`config.mk`:
```
export PLATFORM = sky130hd
export DESIGN_NAME = rtc_tick_seq
export DESIGN_NICKNAME = d
export VERILOG_FILES = /design/src/rtl/rtc_seq_pkg.sv /design/src/rtl/rtc_sec_prescale.sv /design/src/rtl/rtc_time_adv.sv /design/src/rtl/rtc_alarm_cmp.sv /design/src/rtl/rtc_tick_seq.sv
export SDC_FILE = /design/constraint.sdc
export NUM_CORES = 1
export LEC_CHECK = 0
export BUFFER_PORTS_ARGS = -buffer_cell sky130_fd_sc_hd__buf_2
export CAP_MARGIN = 20
export CORE_MARGIN = 4
export CORE_UTILIZATION = 40
export DETAILED_ROUTE_END_ITERATION = 16
export SLEW_MARGIN = 20
export SYNTH_ARGS = -nofsm -noshare
export SYNTH_HDL_FRONTEND = slang
export SYNTH_SLANG_ARGS = --single-unit
```
`constraint.sdc`:
```
create_clock -name clk -period 6.8 [get_ports clk]
set_clock_uncertainty 0.05 [all_clocks]
set_input_delay 0.34 -clock clk [delete_from_list [all_inputs] [get_ports clk]]
set_output_delay 0.34 -clock clk [all_outputs]
set_load 0.005 [all_outputs]
```
`src/rtl/rtc_seq_pkg.sv`:
```
package rtc_seq_pkg;

    // index 0 = seconds, 1 = minutes, 2 = hours
    typedef logic [2:0][7:0] hms_t;

    // decode a stored byte to a plain number
    function automatic logic [6:0] code_to_num(input logic [7:0] v, input logic bin);
        logic [6:0] t;
        if (bin) begin
            t = v[6:0];
        end else begin
            t = 7'(v[7:4]) * 7'd10 + 7'(v[3:0]);
        end
        return t;
    endfunction

    // encode a plain number in the selected data mode
    function automatic logic [7:0] num_to_code(input logic [6:0] n, input logic bin);
        logic [6:0] tens;
        logic [6:0] ones;
        tens = n / 7'd10;
        ones = n % 7'd10;
        if (bin) begin
            return {1'b0, n};
        end
        return {tens[3:0], ones[3:0]};
    endfunction

endpackage

```
`src/rtl/rtc_sec_prescale.sv`:
```
module rtc_sec_prescale #(
    parameter int TICKS_PER_SEC = 32768,
    parameter int UIP_TICKS     = 8
) (
    input  logic clk,
    input  logic rst_n,
    input  logic tick,
    input  logic freeze,
    output logic sec_strobe,
    output logic uip
);
    localparam int CW = $clog2(TICKS_PER_SEC);
    localparam logic [CW-1:0] LAST = CW'(TICKS_PER_SEC - 1);
    localparam logic [CW-1:0] WARN = CW'(TICKS_PER_SEC - UIP_TICKS);

    typedef struct packed {
        logic [CW-1:0] cnt;
    } ps_t;

    ps_t ps_d, ps_q;

    always_comb begin
        ps_d = ps_q;
        if (tick) begin
            ps_d.cnt = (ps_q.cnt == LAST) ? '0 : ps_q.cnt + CW'(1);
        end
    end

    always_ff @(posedge clk or negedge rst_n) begin
        if (!rst_n) ps_q <= '0;
        else        ps_q <= ps_d;
    end

    assign sec_strobe = tick && (ps_q.cnt == LAST);
    assign uip        = !freeze && (ps_q.cnt >= WARN);

    // boundaries are never back to back
    a_r2_strobe_spacing: assert property (@(posedge clk) disable iff (!rst_n)
        sec_strobe |=> !sec_strobe);

    // warning is always up when an unfrozen boundary arrives
    a_r3_uip_before_edge: assert property (@(posedge clk) disable iff (!rst_n)
        (sec_strobe && !freeze) |-> uip);

endmodule

```
`src/rtl/rtc_time_adv.sv`:
```
module rtc_time_adv
    import rtc_seq_pkg::*;
(
    input  hms_t cur,
    input  logic dm_bin,
    input  logic h24,
    output hms_t nxt
);
    logic [6:0] s_n, m_n, h_n;
    logic       s_wrap, m_wrap, pm;

    always_comb begin
        s_n    = code_to_num(cur[0], dm_bin);
        m_n    = code_to_num(cur[1], dm_bin);
        pm     = cur[2][7];
        h_n    = h24 ? code_to_num(cur[2], dm_bin)
                     : code_to_num({1'b0, cur[2][6:0]}, dm_bin);
        s_wrap = (s_n >= 7'd59);
        m_wrap = s_wrap && (m_n >= 7'd59);

        nxt[0] = s_wrap ? num_to_code(7'd0, dm_bin) : num_to_code(s_n + 7'd1, dm_bin);
        if (!s_wrap)     nxt[1] = cur[1];
        else if (m_wrap) nxt[1] = num_to_code(7'd0, dm_bin);
        else             nxt[1] = num_to_code(m_n + 7'd1, dm_bin);

        nxt[2] = cur[2];
        if (m_wrap) begin
            if (h24) begin
                nxt[2] = (h_n >= 7'd23) ? num_to_code(7'd0, dm_bin)
                                        : num_to_code(h_n + 7'd1, dm_bin);
            end else if (h_n == 7'd11) begin
                nxt[2] = {~pm, num_to_code(7'd12, dm_bin)[6:0]};
            end else if (h_n >= 7'd12) begin
                nxt[2] = {pm, num_to_code(7'd1, dm_bin)[6:0]};
            end else begin
                nxt[2] = {pm, num_to_code(h_n + 7'd1, dm_bin)[6:0]};
            end
        end
    end
endmodule

```
`src/rtl/rtc_alarm_cmp.sv`:
```
module rtc_alarm_cmp
    import rtc_seq_pkg::*;
(
    input  hms_t cur,
    input  hms_t alm,
    output logic hit
);
    logic [2:0] field_ok;

    for (genvar i = 0; i < 3; i++) begin : g_field
        assign field_ok[i] = (alm[i][7:6] == 2'b11) || (alm[i] == cur[i]);
    end

    assign hit = &field_ok;
endmodule

```
`src/rtl/rtc_tick_seq.sv`:
```
module rtc_tick_seq
    import rtc_seq_pkg::*;
#(
    parameter int TICKS_PER_SEC = 32768,
    parameter int UIP_TICKS     = 8
) (
    input  logic       clk,
    input  logic       rst_n,
    input  logic       tick,
    input  logic       we,
    input  logic [2:0] addr,
    input  logic [7:0] wdata,
    output logic [7:0] rdata,
    output logic       upd_evt,
    output logic       alarm_evt
);
    typedef struct packed {
        hms_t usr;
        hms_t inn;
        hms_t alm;
        logic set;
        logic uie;
        logic dm;
        logic h24;
        logic upd;
        logic alm_evt;
    } seq_st_t;

    localparam seq_st_t RST_ST = '{usr: '0, inn: '0, alm: '0, set: 1'b0, uie: 1'b0,
                                   dm: 1'b0, h24: 1'b1, upd: 1'b0, alm_evt: 1'b0};

    seq_st_t q, d;
    logic    sec_strobe, uip, hit;
    hms_t    adv;

    rtc_sec_prescale #(.TICKS_PER_SEC(TICKS_PER_SEC), .UIP_TICKS(UIP_TICKS)) u_pre (
        .clk(clk), .rst_n(rst_n), .tick(tick), .freeze(q.set),
        .sec_strobe(sec_strobe), .uip(uip)
    );

    rtc_time_adv u_adv (.cur(q.inn), .dm_bin(q.dm), .h24(q.h24), .nxt(adv));

    rtc_alarm_cmp u_cmp (.cur(adv), .alm(q.alm), .hit(hit));

    always_comb begin
        d         = q;
        d.upd     = 1'b0;
        d.alm_evt = 1'b0;
        if (sec_strobe) begin
            d.inn     = adv;
            d.upd     = 1'b1;
            d.alm_evt = hit;
            if (!q.set) d.usr = adv;
        end
        if (we) begin
            case (addr)
                3'd0: d.usr[0] = wdata;
                3'd1: d.usr[1] = wdata;
                3'd2: d.usr[2] = wdata;
                3'd3: d.alm[0] = wdata;
                3'd4: d.alm[1] = wdata;
                3'd5: d.alm[2] = wdata;
                3'd6: begin
                    d.set = wdata[7];
                    d.uie = wdata[3] && !(wdata[7] && !q.set);
                    d.dm  = wdata[1];
                    d.h24 = wdata[0];
                    if (q.set && !wdata[7]) d.inn = d.usr;
                end
                default: ;
            endcase
        end
    end

    always_ff @(posedge clk or negedge rst_n) begin
        if (!rst_n) q <= RST_ST;
        else        q <= d;
    end

    always_comb begin
        case (addr)
            3'd0:    rdata = q.usr[0];
            3'd1:    rdata = q.usr[1];
            3'd2:    rdata = q.usr[2];
            3'd3:    rdata = q.alm[0];
            3'd4:    rdata = q.alm[1];
            3'd5:    rdata = q.alm[2];
            3'd6:    rdata = {q.set, 3'b000, q.uie, 1'b0, q.dm, q.h24};
            default: rdata = {uip, 7'b0};
        endcase
    end

    assign upd_evt   = q.upd;
    assign alarm_evt = q.alm_evt;

    // frozen user copy only changes through the write port
    a_r4_user_frozen: assert property (@(posedge clk) disable iff (!rst_n)
        (q.set && !(we && addr <= 3'd2)) |=> $stable(q.usr));

    // warning bit held low while frozen
    a_r3_uip_low_in_set: assert property (@(posedge clk) disable iff (!rst_n)
        q.set |-> !uip);

    // alarm only alongside an update
    a_r10_alarm_with_update: assert property (@(posedge clk) disable iff (!rst_n)
        q.alm_evt |-> q.upd);

    // entering freeze leaves the update enable cleared
    a_r6_set_clears_uie: assert property (@(posedge clk) disable iff (!rst_n)
        $rose(q.set) |-> !q.uie);

    // every update pulse follows a prescaler boundary
    a_r2_upd_after_edge: assert property (@(posedge clk) disable iff (!rst_n)
        q.upd |-> $past(sec_strobe));

endmodule

```
# ---- Word-level counts from Yosys, hierarchy flattened
# Cells that the tools add are included.
dict set report word_totals {
  input_bits 15
  out_inout_bits 10
  elab_cells 133
  latchBits 0
  romBits 0
  ff_bits 93
  mem_count 0
  mem_bits_rw 0
}
dict set report classes {
  n_eq_ne 14
  n_shift 0
  div 6
  n_lt_le_gt_ge 5
  multipliers 4
  bitwise_logic 1
  muxes 61
  n_reduce_logical 18
  add_sub_neg 8
}
# op count
set op_table {}
lappend op_table {{$mux 8} 23}
lappend op_table {{$mux 7} 11}
lappend op_table {{$mux 76} 1}
lappend op_table {{$mux 24} 3}
lappend op_table {{$pmux 8 s7} 1}
lappend op_table {{$mux 48} 1}
lappend op_table {{$add 7x4->7} 4}
lappend op_table {{$eq 8x8->1} 3}
lappend op_table {{$add 7x1->7 const B} 3}
lappend op_table {{$div 7x4->7 const B} 3}
lappend op_table {{$mod 7x4->7 const B} 3}
lappend op_table {{$mul 4x3->6 const B} 3}
lappend op_table {{$mux 1} 18}
lappend op_table {{$add 15x1->15 const B} 1}
lappend op_table {{$eq 15x15->1 const B} 1}
lappend op_table {{$ge 15x15->1 const B} 1}
lappend op_table {{$mux 15} 1}
lappend op_table {{$ge 7x6->1 const B} 2}
lappend op_table {{$eq 3x3->1 const B} 3}
lappend op_table {{$reduce_and 2->1} 4}
lappend op_table {{$eq 7x4->1 const B} 1}
lappend op_table {{$ge 7x4->1 const B} 1}
lappend op_table {{$ge 7x5->1 const B} 1}
lappend op_table {{$eq 2x2->1 const B} 3}
lappend op_table {{other kinds (11)} 21}

# ---- Logic depth before layout (Yosys ltp)
# Gate-level depths: netlist (run 1).
dict set report depth {
  depth_word 19
  ltp_mapped 24
  depth_no_buf 22
}

# ---- By module
# Synthesis (run 1) repeated with hierarchy kept, for this count alone.
dict set report unflattened {
  hier_cells 930
  area_unflattened_um2 8597.0
}
# module cells_per_inst instances seq_area_each_um2 area_each_um2
set modules_own_cells {}
lappend modules_own_cells {rtc_tick_seq 311 1 1953.1 3975.1}
lappend modules_own_cells {rtc_time_adv 511 1 0.0 3562.2}
lappend modules_own_cells {rtc_sec_prescale 74 1 375.4 779.5}
lappend modules_own_cells {rtc_alarm_cmp 34 1 0.0 280.3}

# ---- Least setup slack after synthesis (run 1)
# OpenSTA, ideal clock, no wires.
dict set report synth_path {
  kind {reg-to-reg}
  start {reg q[43] in the netlist's numbering}
  end {reg q (netlist bit alarm_evt)}
  period_less_slack_ns 5.418
  path_stages_with_launch 21
  setup_time_ns 0.067
  required_ns 6.683
  arrival_time_ns 5.301
  path_slack_ns 1.382
  path_buffers 0
  cell_sequence {dfrtp_1 > ha_1 > ha_1 > fa_1 > o211a_1 > a211o_1 > o211a_1 > o32a_1 > o221ai_1 > mux2_2 > nand2_1 > inv_1 > ha_1 > or3_1 > a21oi_1 > a211oi_4 > a21o_1 > a221oi_2 > mux2i_1 > nor4_1 > o2111a_1}
}
# item line
set synth_rtl {}
lappend synth_rtl {{start: declaration} rtc_tick_seq.sv:32} ;# seq_st_t q, d;
lappend synth_rtl {{start signal: assignment} rtc_tick_seq.sv:76} ;# if (!rst_n) q <= RST_ST;
lappend synth_rtl {{start signal: assignment} rtc_tick_seq.sv:77} ;# else q <= d;

==> run_results.csv, run 1 <==
group,metric,value,unit
final_layout,multi_input_area,6120,um^2
global_routing,gr-total-overflow,0,
floorplanning,rows,53,
global_routing,grtUsageMet1,0.306,
job,timing.max_cap.violations,0,
placed_design,placed_area,9120,um^2
placed_design,place_hpwl,18.4,mm
floorplanning,start_util,0.412,
sta,rsz0062_at_grt,"false",
worst_setup_path,critPathRequiredTime,7.03,ns
route,wl_per_cell,18.8,um
synth,synth_xor_xnor_area_share,0.0496,
floorplanning,die_x,156,um
global_routing,grt_busiest_layer,"met2",
synth,yosysSeqAreaShare,0.265,
route,drc,0,
global_routing,grt_pass1_vias,7458,
final_layout,fin_area,9420,um^2
synth,synth_fp_nets,1094,
final_layout,nets,1094,
synth,synth_ff_type,"dfrtp_1",
route,wl,24.8,mm
sta,worst_slew_pin_slew,0.994,ns
floorplanning,core_area,21300,um^2
cts,h-tree-depth,3,
synth,yosys.area_share.simple,0.218,
synth,synth.area.mux_share,0.117,
route,dr.pass1.iters,5,
sta,hold_viol_final,0,
synth,synthCells,1039,
sta,fmax,164,MHz
synth,synth_fa_ha_area_frac,0.0633,
final_layout,nFillCells,2060,
power,ir_drop,0.210,mV
sta,tns,0,ns
synth,syn_area,8770,um^2
worst_setup_path,cp-end-kind,"flip-flop",
floorplanning,fp.dieH,156,um
global_routing,grt_max_degree,77,
final_layout,syn2layout_area_growth,7.39,%
global_routing,antenna_found_initial,0,
worst_setup_path,critPathLaunchType,"flip-flop",
synth,ys_ff_latch,93,
final_layout,final_common_cell,"nand2_1",
cts,cts_tree,"done",
route,vias,8101,
global_routing,grt_first_pass_wirelength,40.4,mm
cts,cts_root_buf,"clkbuf_16",
placed_design,place.gp.congestion,0.909,
cts,cts_buffer_depth,2,
final_layout,drive_above_1_share,0.141,
global_routing,use_met3,0.0208,
power,power_leakage,0.00373,uW
synth,synth_top_family_by_area,"compound AO/OA/AOI/OAI gates",
global_routing,grt_util_met2,0.310,
power,cellPowerDensity,308,nW/um^2
synth,avgSynthCellArea,8.44,um^2
synth,synth_compound_area_frac,0.248,
placed_design,portBuffers,24,
cts,clk_pin_slew_worst_paths,0.07,ns
hold_path,hp-class,"primary input to flip-flop",
final_layout,seq_area,2330,um^2
synth,synth_edf_count,0,
global_routing,grt_use_total,0.202,
route,viasPerCell,6.14,
final_layout,antenna_cells,0,
sta,maxSlewViolCount,0,
synth,synthArstFlopShare,1.00,
worst_setup_path,critPathMaxFanout,11,
cts,insertion_delay,0.35,ns
cts,cts-buffers-inserted,9,
route,first_iter_violations,690,
worst_setup_path,worstPathArrival,6.34,ns
synth,yosys_warnings,0,
synth,synth_cell_types,110,
final_layout,final_cell_mix,"128 x nand2_1, 91 x dfrtp_1, 85 x o21ai_0",
floorplanning,die_area,24400,um^2
run_status,status,"complete, no violations",
sta,finalCritPeriodShare,0.899,
cts,cts_resized,0,
sta,fin_crit,6.11,ns
route,final_antenna_net_count,0,
sta,max_slew_margin,0.337,
sta,setup_viol,0,
floorplanning,io_pins,25,
worst_setup_path,critPathKind,"flip-flop to flip-flop",
cts,cts_sinks,93,
path summary, 6_finish.rpt:
path	startpoint	endpoint	slack, ns	cells past startpoint
max in group asynchronous	rst_n	q[3]	5.09	3
min in group asynchronous	rst_n	q[18]	0.33	2
min	tick	u_pre.ps_q[1]	0.22	2
min reg2reg	u_pre.ps_q[8]	u_pre.ps_q[8]	0.43	1
max reg2reg	q[43]	alarm_evt	0.69	20
max	q[43]	alarm_evt	0.69	20
sequential cells by signal, indices dropped and copies added (netlist names):
name        flops
q              76
alarm_evt       1
upd_evt         1
u_pre.ps_q     15
final cells by class:
cell class / count / area share
multi-input cells: 871 / 0.649
repair buffers: 39 / 0.0266
well taps: 275 / 0.0365
clock buffers: 10 / 0.0243
inverters: 25 / 0.00996
flip-flops and latches: 93 / 0.247
clock inverters: 6 / 0.00598
what timing repair did:
item                      CTS  global route
hold buffers                1             0
hold endpoints to repair   17             0
setup buffers               0             0
through the flow:
step / total power (uW) / util / setup WS (ns) / instances / hold WS, ns
finish: 2900 / 0.443 / 0.690 / 1319 / 0.223
global placement: 2380 / 0.428 / 0.898 / 1302 / 0.174
detailed placement: 2390 / 0.428 / 0.739 / 1302 / 0.173
global route: 3120 / 0.443 / 0.295 / 1319 / 0.262
floorplan: 2010 / - / 1.38 / 1039 / -0.00559
CTS: 2890 / 0.442 / 0.712 / 1319 / 0.212
worst max-delay path, stage by stage (launching register included):
cell and delay [ns]:
dfrtp_1 0.51, ha_1 0.35, ha_1 0.22, fa_1 0.62
o211a_1 0.21, a211o_1 0.18, nand3_1 0.32, o32a_1 0.29
o221ai_1 0.49, mux2_2 0.42, nand2_1 0.09, inv_1 0.05
ha_1 0.23, or3_1 0.41, a21oi_1 0.26, a211oi_4 0.10
a21o_1 0.20, a221oi_2 0.33, mux2i_1 0.13, nor4_1 0.38
o2111a_1 0.22
kinds of logic after synthesis:
family / after synthesis
AND/OR/NAND/NOR: 379
flip-flops: 93
adder cells (fa/ha/maj): 41
XOR/XNOR: 48
buffers and inverters: 75
AO/OA/AOI/OAI: 310
multiplexers: 93
report_power, final:
group,total [uW],switching [uW],internal [uW]
combinational,1570,937,634
clock,491,234,256
sequential,838,181,656
total,2900,1350,1550
cell usage after synthesis, drive strengths merged (10+ instances only):
cell    instances  share of area
o21ai          98          0.056
and3           18          0.013
a22oi          10         0.0086
a21o           10         0.0086
o22ai          10         0.0071
nand3          27          0.015
nand2         129          0.055
nand2b         13         0.0093
xor2           15          0.017
nor3           31          0.018
buf            21          0.016
and2           13          0.010
inv            24          0.010
nor2b          10         0.0071
ha             34          0.048
nor4           14          0.012
a211oi         14          0.014
mux2           39          0.051
dfrtp          92           0.26
a21oi          58          0.034
nand4          13         0.0093
a31oi          12         0.0093
clkbuf         29          0.012
mux2i          51          0.058
xnor2          33          0.033
nor2           78          0.035
routing by layer:
| layer | wire, um | vias to the layer above |
|---|---|---|
| li1 | - | 3901 |
| met1 | 12100 | 3888 |
| met2 | 11000 | 280 |
| met3 | 1240 | 32 |
| met4 | 473 | 0 |
| met5 | 0 | - |
Power figures use the tool's default switching activity.
==> run 2, diff against run 1 <==
Settings changed: CORE_ASPECT_RATIO set to 1.75.
==> run 2 against run 1 <==
Net effect: via count down 0.36%; maximum frequency is 0.99% higher; register-to-register slack improved by 0.06 ns; worst setup slack improved by 0.060 ns; combinational power hardly changed; clock power rose by 15%; sequential cell count stayed put; global-route usage up 2.1 points; die area increased by 0.38%; critical endpoint unchanged.
==> run_results.csv, run 2 (synthesis gave the netlist of run 1 again) <==
group,metric,value,unit
final_layout,syn2layout_area_growth,8.01,%
floorplanning,rows,71,
cts,insertion_delay,0.35,ns
placed_design,dp_cells,1319,
floorplanning,core_area,21600,um^2
floorplanning,die_area,24500,um^2
final_layout,final_cells,1336,
cts,h-tree-depth,3,
worst_setup_path,cp_top_family,"compound AO/OA/AOI/OAI gates",
final_layout,final_util,0.439,
route,first_iter_violations,518,
sta,setup_viol,0,
global_routing,gr-total-overflow,0,
sta,rsz0062_at_grt,"false",
worst_setup_path,r2r_slack,0.75,ns
hold_path,hp-class,"primary input to flip-flop",
sta,tns,0,ns
sta,hold_viol_final,0,
floorplanning,fp.dieH,204,um
sta,fin_crit,6.05,ns
worst_setup_path,path_depth,20,
worst_setup_path,cp_slowest_stage_delay,0.62,ns
route,drc,0,
final_layout,antenna_cells,0,
worst_setup_path,critPathBufInv,1,
power,cellPowerDensity,316,nW/um^2
cts,cts_root_buf,"clkbuf_16",
worst_setup_path,critPathKind,"flip-flop to flip-flop",
worst_setup_path,worstPathArrival,6.29,ns
cts,cts_sinks,93,
route,vias,8072,
cts,clk_pin_slew_worst_paths,0.07,ns
power,p_comb_frac,0.529,
power,sw_frac_of_total,0.461,
cts,cts_resized,0,
sta,fmax,165,MHz
final_layout,fin_area,9480,um^2
worst_setup_path,critPathMaxFanout,11,
worst_setup_path,critPathRequiredTime,7.04,ns
cts,cts_tree,"done",
final_layout,final_cell_mix,"128 x nand2_1, 91 x dfrtp_1, 85 x o21ai_0",
route,final_antenna_net_count,0,
final_layout,drive_above_1_share,0.142,
placed_design,portBuffers,24,
worst_setup_path,cp-end-kind,"flip-flop",
final_layout,largest_register_ffs,76,
power,p_seq_frac,0.282,
floorplanning,die_x,120,um
sta,max_slew_margin,0.288,
sta,maxSlewViolCount,0,
final_layout,final_common_cell,"nand2_1",
sta,finalCritPeriodShare,0.890,
final_layout,top_register,"q",
power,power_switching,1380,uW
cts,postCtsHoldBufs,1,
power,power_leakage,0.00375,uW
placed_design,place_hpwl,20.8,mm
cts,cts_setup_buffers,0,
power,internal_power,1610,uW
power,ir_drop,0.227,mV
final_layout,top_regs,"q: 76 flops, u_pre.ps_q: 15 flops",
power,clkPwrFrac,0.189,
floorplanning,io_pins,25,
route,dr.pass1.iters,5,
route,viasPerCell,6.04,
worst_setup_path,slowest_stage,"fa_1",
placed_design,placed_area,9130,um^2
job,timing.max_cap.violations,0,
sta,worst_slew_pin_slew,1.06,ns
worst_setup_path,cp_common_cell,"ha_1",
final_layout,nets,1094,
global_routing,grt_pass1_vias,8094,
global_routing,grt_max_degree,68,
cts,cts_buffer_depth,2,
final_layout,nFillCells,2131,
worst_setup_path,critPathLaunchType,"flip-flop",
floorplanning,start_util,0.406,
run_status,status,"complete, no violations",
worst_setup_path,path_cells,"ha_1 -> ha_1 -> fa_1 -> o211a_1 -> a211o_1 -> nand3_1 -> o32a_1 -> o221ai_1 -> mux2_2 -> nand2_1 -> inv_1 -> ha_1 -> or3_1 -> a21oi_1 -> a211oi_4 -> a21o_1 -> a221oi_2 -> mux2i_1 -> nor4_1 -> o2111a_1",
global_routing,grt_first_pass_wirelength,43.7,mm
hold_path,hold_depth,2,
placed_design,place.gp.congestion,0.901,
route,wl_per_cell,20.4,um
worst_setup_path,r2r_cells,20,
global_routing,grt_use_total,0.223,
route,wl,27.3,mm
cts,cts-buffers-inserted,9,
global_routing,antenna_found_initial,0,
[run 2: cell types whose count changed in the layout (fill, tap and decap cells not counted), sizes merged]
cell | before | now
clkinv | 3 | 1
clkinvlp | 1 | 2
clkbuf | 10 | 9
bufinv | 0 | 2
[run 2: power by group through the flow]
| stage | Combinational (uW) | Clock (uW) | Sequential (uW) |
|---|---|---|---|
| 2_1_floorplan | 1260 | 0 | 758 |
| 3_3_place_gp | 1560 | 0 | 848 |
| 3_5_place_dp | 1570 | 0 | 848 |
| 4_1_cts | 1570 | 572 | 838 |
| 5_1_grt | 1750 | 593 | 855 |
| 6_report | 1580 | 565 | 843 |
[run 2: layout make-up]
class,instances,area (um^2),area share
inverter,25,93.8,0.00990
sequential,93,2330,0.246
clock inverter,7,106,0.0112
tap,292,365,0.0386
clock buffer,9,225,0.0238
multi-input combinational,871,6120,0.646
timing repair buffer,39,238,0.0251
[run 2: worst reg2reg max path, cell delays in order, from the launching register on]
cell      delay, ns
dfrtp_1        0.50
ha_1           0.36
ha_1           0.21
fa_1           0.62
o211a_1        0.21
a211o_1        0.18
nand3_1        0.34
o32a_1         0.31
o221ai_1       0.53
mux2_2         0.42
nand2_1        0.09
inv_1          0.05
ha_1           0.23
or3_1          0.40
a21oi_1        0.26
a211oi_4       0.10
a21o_1         0.20
a221oi_2       0.33
mux2i_1        0.12
nor4_1         0.29
o2111a_1       0.19
[run 2: stage by stage]
step / total power, uW / hold WS, ns / setup slack (ns)
global route: 3200 / 0.283 / 0.251
global placement: 2410 / 0.218 / 0.964
floorplan: 2010 / -0.00559 / 1.38
CTS: 2980 / 0.227 / 0.838
finish: 2990 / 0.225 / 0.749
detailed placement: 2410 / 0.223 / 0.851
[run 2: metal layers]
layer	global-route usage	part of all wire
met1	0.245	0.38
met2	0.424	0.54
met3	0.0169	0.030
met4	0.111	0.049
met5	0	0
[run 2: final timing paths]
path,startpoint,endpoint
worst max-delay path,q[43],alarm_evt
worst min-delay path,tick,u_pre.ps_q[1]
worst max register to register,q[43],alarm_evt
worst min register to register,u_pre.ps_q[8],u_pre.ps_q[8]
max in group asynchronous,rst_n,q[3]
min in group asynchronous,rst_n,u_pre.ps_q[7]
